==> config.mk <==
export PLATFORM = sky130hd
export DESIGN_NAME = mp_private_decoder
export DESIGN_NICKNAME = d
export VERILOG_FILES = /design/src/rtl/mpd_pkg.sv /design/src/rtl/mpd_region_decode.sv /design/src/rtl/mpd_scu_regs.sv /design/src/rtl/mpd_route.sv /design/src/rtl/mp_private_decoder.sv
export SDC_FILE = /design/constraint.sdc
export NUM_CORES = 1
export LEC_CHECK = 0
export CAP_MARGIN = 30
export CELL_PAD_IN_SITES_DETAIL_PLACEMENT = 1
export CELL_PAD_IN_SITES_GLOBAL_PLACEMENT = 2
export CORE_AREA = 2 2 77 79
export DETAILED_ROUTE_END_ITERATION = 16
export DIE_AREA = 0 0 79 81
export DONT_BUFFER_PORTS = 1
export PLACE_DENSITY = 0.64
export SETUP_SLACK_MARGIN = 0.3
export SLEW_MARGIN = 30
export SYNTH_ARGS = -nofsm -noshare
export SYNTH_HDL_FRONTEND = slang
export SYNTH_SLANG_ARGS = --single-unit
==> constraint.sdc <==
create_clock -name clk -period 3.95 [get_ports clk]
set_input_delay 0.5925 -clock clk [delete_from_list [all_inputs] [get_ports clk]]
set_output_delay 0.5925 -clock clk [all_outputs]
set_load 0.01 [all_outputs]
==> src/rtl/mpd_pkg.sv <==
package mpd_pkg;
   localparam int MAX_CPU = 4;
   localparam int CPU_W   = $clog2(MAX_CPU);
   localparam int INST_W  = CPU_W + 1;
   localparam int ADDR_W  = 12;

   typedef enum logic [1:0] {
      RG_SCU = 2'd0,
      RG_GIC = 2'd1,
      RG_TMR = 2'd2,
      RG_BAD = 2'd3
   } region_e;

   function automatic logic [31:0] cfg_word(input int n);
      logic [31:0] mask;
      mask = (32'd1 << n) - 32'd1;
      return (mask << 4) | 32'(n - 1);
   endfunction
endpackage

==> src/rtl/mpd_region_decode.sv <==
module mpd_region_decode
   import mpd_pkg::*;
#(
   parameter int NUM_CPU = 4
) (
   input  logic [3:0]       page,
   input  logic [CPU_W-1:0] req_cpu,
   output region_e          region,
   output logic [CPU_W-1:0] tgt_cpu,
   output logic             cpu_ok
);
   logic [MAX_CPU-1:0] present;
   logic [3:0]         rel;

   for (genvar i = 0; i < MAX_CPU; i++) begin : g_present
      assign present[i] = (i < NUM_CPU);
   end

   always_comb begin
      rel     = 4'd0;
      region  = RG_BAD;
      tgt_cpu = req_cpu;
      if (page == 4'd0) begin
         region = RG_SCU;
      end else if (page == 4'd1) begin
         region = RG_GIC;
      end else if (page <= 4'd5) begin
         region  = RG_GIC;
         rel     = page - 4'd2;
         tgt_cpu = rel[CPU_W-1:0];
      end else if (page == 4'd6) begin
         region = RG_TMR;
      end else if (page <= 4'd10) begin
         region  = RG_TMR;
         rel     = page - 4'd7;
         tgt_cpu = rel[CPU_W-1:0];
      end
   end

   assign cpu_ok = present[tgt_cpu];
endmodule

==> src/rtl/mpd_scu_regs.sv <==
module mpd_scu_regs
   import mpd_pkg::*;
#(
   parameter int NUM_CPU = 4,
   parameter int DATA_W  = 32
) (
   input  logic              clk,
   input  logic              rst_n,
   input  logic              acc,
   input  logic              wr,
   input  logic [7:0]        off,
   input  logic              wbit,
   output logic [DATA_W-1:0] rdata,
   output logic              bad,
   output logic              enable
);
   localparam logic [31:0] CFG = cfg_word(NUM_CPU);

   logic known;
   logic ctrl_q;

   always_comb begin
      known = 1'b1;
      rdata = '0;
      unique case (off)
         8'h00:   rdata = {{(DATA_W-1){1'b0}}, ctrl_q};
         8'h04:   rdata = DATA_W'(CFG);
         8'h08:   rdata = '0;
         8'h0C:   rdata = '0;
         default: known = 1'b0;
      endcase
      if (!acc) rdata = '0;
   end

   assign bad = acc && !known;

   always_ff @(posedge clk or negedge rst_n) begin
      if (!rst_n)                           ctrl_q <= 1'b0;
      else if (acc && wr && off == 8'h00)   ctrl_q <= wbit;
   end

   assign enable = ctrl_q;

   a_r2_hold : assert property (@(posedge clk) disable iff (!rst_n)
      !(acc && wr && off == 8'h00) |=> $stable(enable));
   a_r2_load : assert property (@(posedge clk) disable iff (!rst_n)
      (acc && wr && off == 8'h00) |=> enable == $past(wbit));
endmodule

==> src/rtl/mpd_route.sv <==
module mpd_route
   import mpd_pkg::*;
#(
   parameter int DATA_W = 32
) (
   input  logic              clk,
   input  logic              rst_n,
   input  logic              valid,
   input  region_e           region,
   input  logic [CPU_W-1:0]  tgt_cpu,
   input  logic              cpu_ok,
   input  logic [7:0]        loc,
   input  logic [DATA_W-1:0] scu_rdata,
   input  logic              scu_bad,
   input  logic [DATA_W-1:0] gic_rdata,
   input  logic [DATA_W-1:0] tmr_rdata,
   output logic              gic_sel,
   output logic [CPU_W-1:0]  gic_cpu,
   output logic [7:0]        gic_off,
   output logic              tmr_sel,
   output logic [INST_W-1:0] tmr_inst,
   output logic [3:0]        tmr_off,
   output logic [DATA_W-1:0] rdata,
   output logic              err
);
   assign gic_sel  = valid && region == RG_GIC && cpu_ok;
   assign tmr_sel  = valid && region == RG_TMR && cpu_ok;
   assign gic_cpu  = tgt_cpu;
   assign gic_off  = loc;
   assign tmr_inst = {tgt_cpu, loc[5]};
   assign tmr_off  = loc[3:0];
   assign err      = valid && (region == RG_BAD || scu_bad);

   always_comb begin
      rdata = '0;
      if (valid) begin
         unique case (region)
            RG_SCU:  rdata = scu_rdata;
            RG_GIC:  rdata = cpu_ok ? gic_rdata : '0;
            RG_TMR:  rdata = cpu_ok ? tmr_rdata : '0;
            default: rdata = '0;
         endcase
      end
   end

   a_r10_exclusive : assert property (@(posedge clk) disable iff (!rst_n)
      $onehot0({gic_sel, tmr_sel, err}));
   a_r9_err_silent : assert property (@(posedge clk) disable iff (!rst_n)
      err |-> (rdata == '0 && !gic_sel && !tmr_sel));
   a_r8_absent_cpu : assert property (@(posedge clk) disable iff (!rst_n)
      (valid && region != RG_SCU && region != RG_BAD && !cpu_ok)
         |-> (!gic_sel && !tmr_sel && !err && rdata == '0));
   a_r10_idle : assert property (@(posedge clk) disable iff (!rst_n)
      !valid |-> (!gic_sel && !tmr_sel && !err && rdata == '0));
endmodule

==> src/rtl/mp_private_decoder.sv <==
module mp_private_decoder
   import mpd_pkg::*;
#(
   parameter int NUM_CPU = 4,
   parameter int DATA_W  = 32
) (
   input  logic              clk,
   input  logic              rst_n,
   input  logic              req_valid,
   input  logic              req_write,
   input  logic [11:0]       req_addr,
   input  logic [1:0]        req_cpu,
   input  logic [DATA_W-1:0] req_wdata,
   output logic [DATA_W-1:0] req_rdata,
   output logic              req_err,
   output logic              scu_enable,
   output logic              sub_write,
   output logic [DATA_W-1:0] sub_wdata,
   output logic              gic_sel,
   output logic [1:0]        gic_cpu,
   output logic [7:0]        gic_off,
   input  logic [DATA_W-1:0] gic_rdata,
   output logic              tmr_sel,
   output logic [2:0]        tmr_inst,
   output logic [3:0]        tmr_off,
   input  logic [DATA_W-1:0] tmr_rdata
);
   if (NUM_CPU < 1 || NUM_CPU > MAX_CPU) begin : g_bad_cpu_count
      $error("NUM_CPU must lie in 1..%0d", MAX_CPU);
   end
   if (DATA_W < 8) begin : g_bad_width
      $error("DATA_W must be at least 8 to hold the configuration word");
   end

   region_e           region;
   logic [CPU_W-1:0]  tgt_cpu;
   logic              cpu_ok;
   logic [DATA_W-1:0] scu_rdata;
   logic              scu_bad;
   logic              scu_acc;

   mpd_region_decode #(.NUM_CPU(NUM_CPU)) u_decode (
      .page    (req_addr[11:8]),
      .req_cpu (req_cpu),
      .region  (region),
      .tgt_cpu (tgt_cpu),
      .cpu_ok  (cpu_ok)
   );

   assign scu_acc = req_valid && region == RG_SCU;

   mpd_scu_regs #(.NUM_CPU(NUM_CPU), .DATA_W(DATA_W)) u_scu (
      .clk    (clk),
      .rst_n  (rst_n),
      .acc    (scu_acc),
      .wr     (req_write),
      .off    (req_addr[7:0]),
      .wbit   (req_wdata[0]),
      .rdata  (scu_rdata),
      .bad    (scu_bad),
      .enable (scu_enable)
   );

   mpd_route #(.DATA_W(DATA_W)) u_route (
      .clk       (clk),
      .rst_n     (rst_n),
      .valid     (req_valid),
      .region    (region),
      .tgt_cpu   (tgt_cpu),
      .cpu_ok    (cpu_ok),
      .loc       (req_addr[7:0]),
      .scu_rdata (scu_rdata),
      .scu_bad   (scu_bad),
      .gic_rdata (gic_rdata),
      .tmr_rdata (tmr_rdata),
      .gic_sel   (gic_sel),
      .gic_cpu   (gic_cpu),
      .gic_off   (gic_off),
      .tmr_sel   (tmr_sel),
      .tmr_inst  (tmr_inst),
      .tmr_off   (tmr_off),
      .rdata     (req_rdata),
      .err       (req_err)
   );

   assign sub_write = req_write;
   assign sub_wdata = req_wdata;

   a_r9_no_state_change : assert property (@(posedge clk) disable iff (!rst_n)
      req_err |=> $stable(scu_enable));
endmodule

==> reports/metrics.yaml <==
worst_setup_path:
  critical_path_class: "input port to primary output"
  r2r_end: "u_scu.enable$_DFFE_PN0P_"
  ff2ff_setup_slack_ns: 3.12
  arrival_ns: 2.10
  endpoint_kind: "primary output"
  startpoint_type: "input port"
  worst-r2r-cell-count: 1
  crit_path_max_fanout: 5
  r2r_start: "u_scu.enable$_DFFE_PN0P_"
  cp.required_ns: 3.36
layout:
  area_growth_pct: -24.66
  final_nets: 221
  antenna_cells: 0
  post-route-util_pct: 14.62
  largest_reg_flops: 1
  layout-drive-gt1-share_pct: 14.85
clocking:
  post_cts_buffers: 0
  cts_hold_buf: 0
  cts.clk_slew.worst_paths_ns: 0
  cts_resized: 0
  insertion_delay_ns: 0
global_route:
  overflow: 0
  grt_max_degree: 19
  antenna_found_initial: 0
  track_usage_pct: 7.882
  grt_pass1_wl_mm: 3.933
  grt_pass1_vias: 799
logic_synthesis:
  yosysTopAreaCellShare_pct: 33.41
  ys_seq_area_share_pct: 2.273
  netlist_instances: 151
  syn_avg_cell_area_um2: 7.292
  syn-cell-area_um2: 1101
  synth_top_area_cell: "buf_4"
  synthTopCellsByArea: "buf_4 33%, a22oi_1 12%, a22o_1 11%"
  ys_types: 34
  syn_nets: 269
  ys_ff_latch: 1
  ys_warn_count: 0
timing:
  relSlewSlack_pct: 62.19
  setup_viol: 0
  period_needed_ns: 2.697
  finalCritPeriodShare_pct: 68.29
  worst_slew_pin_slew_ns: 0.5657
  max_clock_freq_mhz: 370.7
  hold_viol_final: 0
  fin_worst_skew_ns: 0
  drv_slew: 0
  rsz0062_at_grt: "no"
  fin_setup_tns_ns: 0
hold_path:
  hold_path_class: "input port to asynchronous set/reset pin"
power_and_ir_drop:
  pwr_density_cell_nw_per_um2: 125.2
  ir_worst_vdd_uv: 38.34
  leakage_nw: 0.2915
  power_w: 0.0001039
die:
  start_util_pct: 19.40
  boundaryPins: 200
  die-height_um: 81
  std_cell_rows: 28
  die_w_um: 79
  dieArea_um2: 6399
  core_um2: 5675
detailed_routing:
  first_pass_iters: 4
  drt_iter0_drc: 11
  via_per_inst: 5.193
  drc: 0
  ant_nets: 0
  vias: 914
  drt-total-wl_mm: 3.169
  wl_per_cell_um: 18.01
status:
  status: "completed"
placed_design:
  portBuffers: 0
  gp_routability_congestion: 0.6988
  hpwl_mm: 2.830
flow_run:
  drv_cap: 0
cell type report:
| type | count | area (um^2) |
|---|---|---|
| fill | 709 | 4846 |
| inverter | 6 | 22.52 |
| multi-input combinational | 90 | 658.1 |
| tap | 75 | 93.84 |
| sequential | 1 | 25.02 |
| timing repair buffer | 4 | 30.03 |
layer usage:
layer  part of all wire, %  vias to the layer above  GRT usage, %  wire [um]
li1                      -                      397             -          -
met1                    26                      413         5.836        810
met2                    56                      100         18.47       1787
met3                    18                        4         3.111        561
met4                  0.28                        0        0.6897          9
met5                     0                        -             0          0
cells in the mapped netlist:
master     number
nor4_2          1
a31oi_1         1
ha_1            4
o22ai_1         1
o21bai_1        1
clkbuf_1        3
nor3_2          1
a31o_2          1
mux2_4          1
or4_4           1
nor2_1         14
nor4_4          1
nor3b_1         1
o21ai_0         4
mux2i_1         1
buf_4          49
a22oi_1        17
or3b_1          1
nor2b_1         2
nand2b_1        2
inv_1           6
a221oi_1        1
nor3_1          2
nor3b_4         1
buf_6           1
o2bb2ai_1       1
or2_2           3
nand2_1         4
a22o_1         14
a21oi_1         7
nor3b_2         1
buf_2           1
dfrtp_1         1
nand3b_1        1
per-stage QoR:
stage	cells	hold WS [ns]	setup slack, ns	instance area, um^2
after floorplan	151	0.2969	1.331	1101
after global placement	176	0.2969	1.273	829.5
after detailed placement	176	0.2969	1.247	829.5
after CTS	176	0.2969	1.254	829.5
after global routing	176	0.2969	1.063	829.5
final	176	0.2969	1.253	829.5
cell usage in the layout (no fill, tap or decap):
cell type	instances
nor4_4	1
a31o_2	1
nand2b_1	2
or4_4	1
nor4_2	1
a221oi_1	1
or2_2	3
o22ai_1	1
nor2_1	14
nor3_1	2
buf_4	4
inv_1	6
ha_1	4
dfrtp_1	1
a31oi_1	1
a21oi_1	7
a22oi_1	17
nand2_1	4
o21ai_0	4
nand3b_1	1
nor3b_2	1
nor3b_4	1
nor3_2	1
o21bai_1	1
nor3b_1	1
mux2_4	1
a22o_1	14
o2bb2ai_1	1
mux2i_1	1
nor2b_1	2
or3b_1	1
kinds of logic after synthesis:
| family | Yosys count | synth area share, % |
|---|---|---|
| simple gates | 36 | 21.02 |
| buf+inv | 60 | 37.95 |
| flops | 1 | 2.272 |
| fa+ha+maj | 4 | 4.546 |
| mux | 2 | 2.272 |
| compound gates | 48 | 31.93 |
worst max-delay path by stage:
stage / start / endpoint / slack, ns / cells after the start
after floorplan: req_addr[11] / tmr_inst[2] / 1.33 / 5
after global placement: req_addr[9] / tmr_inst[2] / 1.27 / 6
after detailed placement: req_addr[9] / tmr_inst[2] / 1.25 / 6
after CTS: req_addr[9] / tmr_inst[2] / 1.25 / 6
after global routing: req_addr[9] / gic_cpu[1] / 1.06 / 6
final: req_addr[9] / tmr_inst[2] / 1.25 / 6
critical path: stages:
cell and delay, ns:
inv_1 0.10, ha_1 0.24, nor3b_4 0.08, nor2_1 0.26, o21ai_0 0.14, a221oi_1 0.69
power breakdown:
part	leakage (nW)	switching, W	internal [W]
clock	0	0	0
sequential	0.0140	0.0000000426	0.0000105
combinational	0.278	0.0000583	0.0000351
No activity file was read; power rests on OpenSTA's default activity.
